### src/rtl/mctl_pkg.sv
package mctl_pkg;

    // Register data width and address codes
    localparam int REG_W     = 10;
    localparam bit ADDR_LINE = 1'b0;
    localparam bit ADDR_CTRL = 1'b1;

    // Synchronized input vector order (also line register bits 3:0)
    localparam int NUM_LINES = 4;
    localparam int LINE_RING = 0;
    localparam int LINE_CTS  = 1;
    localparam int LINE_DCD  = 2;
    localparam int LINE_DSR  = 3;

    // Edge channels: 0 = clear-to-send, 1 = carrier detect
    localparam int NUM_EVT   = 2;

    // Line register field bases
    localparam int EVT_LSB   = 4;
    localparam int EN_LSB    = 6;
    localparam int ANY_LSB   = 8;

    // Control register bits
    localparam int CTL_DTR   = 0;
    localparam int CTL_RTS   = 1;
    localparam int CTL_W     = 2;

    typedef enum logic {
        EVT_IDLE = 1'b0,
        EVT_PEND = 1'b1
    } evt_state_t;

endpackage

### src/rtl/mctl_sync.sv
module mctl_sync #(
    parameter int W      = 4,
    parameter int STAGES = 2
) (
    input  logic         clk,
    input  logic         rst_n,
    input  logic [W-1:0] d,
    output logic [W-1:0] q
);

    logic [STAGES-1:0][W-1:0] chain_q;

    generate
        for (genvar s = 0; s < STAGES; s++) begin : g_stage
            if (s == 0) begin : g_first
                always_ff @(posedge clk) begin
                    if (!rst_n) chain_q[0] <= '0;
                    else        chain_q[0] <= d;
                end
            end else begin : g_next
                always_ff @(posedge clk) begin
                    if (!rst_n) chain_q[s] <= '0;
                    else        chain_q[s] <= chain_q[s-1];
                end
            end
        end
    endgenerate

    assign q = chain_q[STAGES-1];

endmodule

### src/rtl/mctl_edge_chan.sv
module mctl_edge_chan
    import mctl_pkg::*;
(
    input  logic clk,
    input  logic rst_n,
    input  logic lvl,
    input  logic any_edge,
    input  logic ack,
    output logic pend,
    output logic hit,
    output logic prev_lvl
);

    evt_state_t state_q, state_d;

    // Previous synchronized sample
    always_ff @(posedge clk) begin
        if (!rst_n) prev_lvl <= 1'b0;
        else        prev_lvl <= lvl;
    end

    // Edge qualification: any change, or rising only
    assign hit = any_edge ? (lvl ^ prev_lvl) : (lvl & ~prev_lvl);

    // State register
    always_ff @(posedge clk) begin
        if (!rst_n) state_q <= EVT_IDLE;
        else        state_q <= state_d;
    end

    // Next state: capture, acknowledge, hold
    always_comb begin
        state_d = state_q;
        unique case (state_q)
            EVT_IDLE: begin
                if (hit) state_d = EVT_PEND;
            end
            EVT_PEND: begin
                if (ack && !hit) state_d = EVT_IDLE;
            end
            default: state_d = EVT_IDLE;
        endcase
    end

    // Output decode
    always_comb begin
        pend = (state_q == EVT_PEND);
    end

endmodule

### src/rtl/modem_ctl_unit.sv
module modem_ctl_unit
    import mctl_pkg::*;
#(
    parameter int SYNC_STAGES = 2
) (
    input  logic             clk,
    input  logic             rst_n,
    input  logic             bus_sel,
    input  logic             bus_wr,
    input  logic             bus_rd,
    input  logic             bus_addr,
    input  logic [REG_W-1:0] bus_wdata,
    output logic [REG_W-1:0] bus_rdata,
    input  logic             ring_in,
    input  logic             cts_in,
    input  logic             dcd_in,
    input  logic             dsr_in,
    output logic             dtr_pin,
    output logic             rts_pin,
    output logic             ext_irq
);

    logic [NUM_LINES-1:0] raw_lvl;
    logic [NUM_LINES-1:0] sync_lvl;
    logic [NUM_EVT-1:0]   evt_lvl;
    logic [NUM_EVT-1:0]   evt_pend;
    logic [NUM_EVT-1:0]   evt_hit;
    logic [NUM_EVT-1:0]   evt_prev;
    logic [NUM_EVT-1:0]   en_q;
    logic [NUM_EVT-1:0]   any_q;
    logic [CTL_W-1:0]     ctl_q;
    logic                 wr_line, wr_ctrl, rd_line;
    logic                 unused_wbits;

    assign raw_lvl = {dsr_in, dcd_in, cts_in, ring_in};

    mctl_sync #(
        .W      (NUM_LINES),
        .STAGES (SYNC_STAGES)
    ) u_sync (
        .clk   (clk),
        .rst_n (rst_n),
        .d     (raw_lvl),
        .q     (sync_lvl)
    );

    // Access decode
    assign wr_line = bus_sel & bus_wr & (bus_addr == ADDR_LINE);
    assign wr_ctrl = bus_sel & bus_wr & (bus_addr == ADDR_CTRL);
    assign rd_line = bus_sel & bus_rd & (bus_addr == ADDR_LINE);

    // Configuration and control registers
    always_ff @(posedge clk) begin
        if (!rst_n) begin
            en_q  <= '0;
            any_q <= '0;
            ctl_q <= '0;
        end else begin
            if (wr_line) begin
                en_q  <= bus_wdata[EN_LSB  +: NUM_EVT];
                any_q <= bus_wdata[ANY_LSB +: NUM_EVT];
            end
            if (wr_ctrl) begin
                ctl_q <= bus_wdata[CTL_W-1:0];
            end
        end
    end

    assign unused_wbits = ^bus_wdata[EN_LSB-1:CTL_W];

    // Edge channels for clear-to-send and carrier detect
    generate
        for (genvar g = 0; g < NUM_EVT; g++) begin : g_chan
            localparam int SRC = LINE_CTS + g;
            assign evt_lvl[g] = sync_lvl[SRC];
            mctl_edge_chan u_chan (
                .clk      (clk),
                .rst_n    (rst_n),
                .lvl      (evt_lvl[g]),
                .any_edge (any_q[g]),
                .ack      (rd_line),
                .pend     (evt_pend[g]),
                .hit      (evt_hit[g]),
                .prev_lvl (evt_prev[g])
            );
        end
    endgenerate

    // Read mux
    always_comb begin
        bus_rdata = '0;
        if (bus_addr == ADDR_LINE) begin
            bus_rdata[NUM_LINES-1:0]        = sync_lvl;
            bus_rdata[EVT_LSB +: NUM_EVT]   = evt_pend;
            bus_rdata[EN_LSB  +: NUM_EVT]   = en_q;
            bus_rdata[ANY_LSB +: NUM_EVT]   = any_q;
        end else begin
            bus_rdata[CTL_W-1:0]            = ctl_q;
        end
    end

    assign ext_irq = |(evt_pend & en_q);
    assign dtr_pin = ~ctl_q[CTL_DTR];
    assign rts_pin = ~ctl_q[CTL_RTS];

endmodule

### config.mk
export PLATFORM = sky130hd
export DESIGN_NAME = modem_ctl_unit
export DESIGN_NICKNAME = d
export VERILOG_FILES = /design/src/rtl/mctl_pkg.sv /design/src/rtl/mctl_sync.sv /design/src/rtl/mctl_edge_chan.sv /design/src/rtl/modem_ctl_unit.sv
export SDC_FILE = /design/constraint.sdc
export NUM_CORES = 1
export LEC_CHECK = 0
export ABC_CLOCK_PERIOD_IN_PS = 3200
export BUFFER_PORTS_ARGS = -buffer_cell sky130_fd_sc_hd__buf_4
export CORE_AREA = 8 8 60 62
export DETAILED_ROUTE_END_ITERATION = 7
export DIE_AREA = 0 0 68 70
export GPL_TIMING_DRIVEN = 1
export PLACE_DENSITY = 0.53
export SKIP_LAST_GASP = 1
export SYNTH_ARGS = -nofsm -noshare
export SYNTH_HDL_FRONTEND = slang
export SYNTH_SLANG_ARGS = --single-unit
### constraint.sdc
create_clock -name clk -period 3.2 [get_ports clk]
set_clock_uncertainty 0.15 [all_clocks]
set_input_delay 0.48 -clock clk [delete_from_list [all_inputs] [get_ports clk]]
set_output_delay 0.48 -clock clk [all_outputs]
set_load 0.02 [all_outputs]
==> results <==
- The flow ran to the end, and the final reports show no timing, DRC or antenna violations.
- Hold is met by 0.2373 ns.
- The count of nets left with antenna violations once routing finished came out at 0.
- The final critical path time including I/O delays and setup is 1.798 ns.
- Setup repair after global routing left no endpoint under its margin.
- The number of diodes is 0.
- In this run, synthesis produced a sequential element count of 18.
- The biggest fanout along the worst timing path is 13.
- Setup violations remaining at the end of the flow were counted as 0.
- The data arrival time at the worst-slack endpoint is 1.17 ns.
- The cell count after synthesis is 79.
- For this run, the top clock speed supported by timing is 556.2 MHz.
- The leakage power summed over all cells is 0.4812 nW.
- Global routing used 6.704% of the available tracks across all layers.
- The floorplan step defined a die boundary enclosing 4760 um2.
- The clock slew seen by the registers of the worst setup and hold paths is 0.10 ns.
- The average wire per standard cell is 11.12 um.
- Once the floorplan was initialized, standard cells occupied 29.28% of the core.
- The worst setup path is launched from an input port.
- The post-route netlist has 41.12% of its cells at a drive strength greater than 1.
- The worst setup path is of the input port to output pin kind.
- The power density over the cells is 421.7 nW/um2.
- The number of buffers added by the clock tree synthesis step is 3.
- The final number of max-transition violations is 0.
- For this run, the register share of the synthesized area comes to 46.23%.
- The post-cts resize count is 0.
- The via count of the first global-routing pass is 585.
- The congestion estimate from routability-driven global placement came to 0.7018.
- The distinct cell type count after synthesis is 18.
- Summing every instance area after synthesis gives 779.5 um2.
- At the placement stage, the worst setup path has a slack of 1.388 ns.
- The slew of the pin with the lowest slew margin is 0.2223 ns.
- STA puts the critical path data required time at 2.57 ns.
- Counting every net in the synthesized netlist gives 101.
- Summed over all layers, the global routing overflow is 0.
- The number of rows created at floorplan is 19.
- The die extent in x is 68 um.
- The post-detailed-placement cell area is 991.0 um2.
- The number of primary I/O pins is 33.
- At the end of the flow, the number of nets in the layout was 130.
- Detailed routing inserted a total of 592 vias.
- In this run the worst hold path is classified as input port to register.
- The initial antenna violation count is 0.
- The clock tree from TritonCTS is yes.
- The maximum buffer depth of the clock tree is 2.
- The top cell types in the final layout, fill and taps aside, are buf_4, dfxtp_1, and2_1.
- The overall routed net length is 1.534 mm.
- The number of optimization iterations in the first detailed-route pass is 4.
- The cts-stage hold buffer count is 0.
- The clock tree root buffer cell is clkbuf_4.
- The synthesized area per cell is 9.867 um2.
- For this run, the share of the core covered by cells in the final layout is 38.58%.
- Once detailed placement completed, the half-perimeter wirelength came to 1.210 mm.
- Using the TritonRoute via totals, the vias-per-cell ratio works out to 4.290.
- The warning count from the yosys run is 0.
- The first global-routing pass estimated 2.504 mm of wire.
- The worst pin sits at a relative slew slack of 85.18%.
- The maximum number of pins on one net before global-route repair is 27.
- The library cell used most frequently in the layout, excluding fill and tap cells, is buf_4.
- For this run, design rule violations remaining after detail routing come to 0.
- The final worst-path cycle share is 56.19%.
- In this run the number of H-tree levels came out at 1.
- From synthesis to final layout, the design area changed by 31.78%.
- VDD sags by at most 0.2668 mV.
- The cell area after layout is 1027 um2.
- In this run the tool buffered the top-level ports with 28 buffer cells.
- Adding up every negative setup slack in the final design gives 0 ns.
- The final setup slack of the worst path is 1.402 ns.
- Max-cap violations in this run came to 0.
- Once the clock tree was built, the setup fixing pass inserted 0 buffers.
- The first routing iteration left 7 violations.
- In this run the standard cell core region covers 2663 um2.
- For this design, the sink count on the clock tree is 18.
- In this run the vertical extent of the chip is 70 um.
- The capturing element type of the critical path is an output pin.
- The hold violation count in the final report is 0.
- The latest clock arrival within the worst-skew pair is 0.29 ns.
-- sequential cells by signal (all words and copies together), names as in the netlist --
name,count
en_q,2
any_q,2
u_sync.q,4
ctl_q,2
g_chan.u_chan.pend,2
u_sync.chain_q,4
g_chan.u_chan.prev_lvl,2
-- metal layers --
layer	wire length [um]	GRT usage (%)
met3	144	4.147
met4	0	2.050
met2	783	10.65
met5	0	0
met1	606	7.077
-- synth_stat cells --
cell type   n  share of area, %
o211ai_1    1              0.96
mux2_2      1               1.4
nand2_1     9               4.3
and2b_2     8               9.0
nand3b_1    1              0.96
nand3_1     8               5.1
ha_1        2               3.2
mux2_4      1               1.9
nand3_4     1               2.2
nor2b_1     2               1.6
dfxtp_1    18                46
inv_1       4               1.9
nand3b_4    1               2.6
a22o_1      1               1.1
and2_1     10               8.0
buf_4       2               1.9
o21ai_1     7               4.5
buf_6       2               2.9
-- area by class of cell --
cell class              instances  area (um2)
inverters                       4       15.01
repair buffers                 28       210.2
fillers                       289        1635
well taps                      31       38.79
flip-flops and latches         18       360.3
clock buffers                   4       36.28
multi-input cells              53       366.6
-- through the flow --
step | cells | power, mW
finish | 138 | 0.4332
global route | 138 | 0.4556
CTS | 138 | 0.4416
detailed placement | 134 | 0.3015
global placement | 134 | 0.2997
floorplan | 79 | 0.2761
-- kinds of logic after synthesis --
kind of cell | synth area share, %
muxes | 3.370
adders and majority gates | 3.210
and+or+nand+nor | 33.87
buffers and inverters | 6.740
DFF | 46.23
AOI/OAI and AO/OA | 6.581
-- worst max-delay path, cell delays in order --
cell	delay (ns)
buf_4	0.17
mux2_2	0.36
buf_4	0.16
-- final timing paths --
path | startpoint | endpoint | slack, ns | cells past startpoint
min | dcd_in | u_sync.chain_q[2] | 0.24 | 2
max | bus_addr | bus_rdata[0] | 1.40 | 3
min reg2reg | u_sync.chain_q[2] | u_sync.q[2] | 0.29 | 1
max reg2reg | g_chan[1].u_chan.prev_lvl | g_chan[1].u_chan.pend | 2.11 | 5
-- where the power goes --
part | total, mW | switching (mW) | internal [mW]
Clock | 0.139 | 0.0693 | 0.0693
Combinational | 0.0563 | 0.0259 | 0.0305
Sequential | 0.238 | 0.00465 | 0.234
Note: power is estimated with default switching activity, not from simulation.
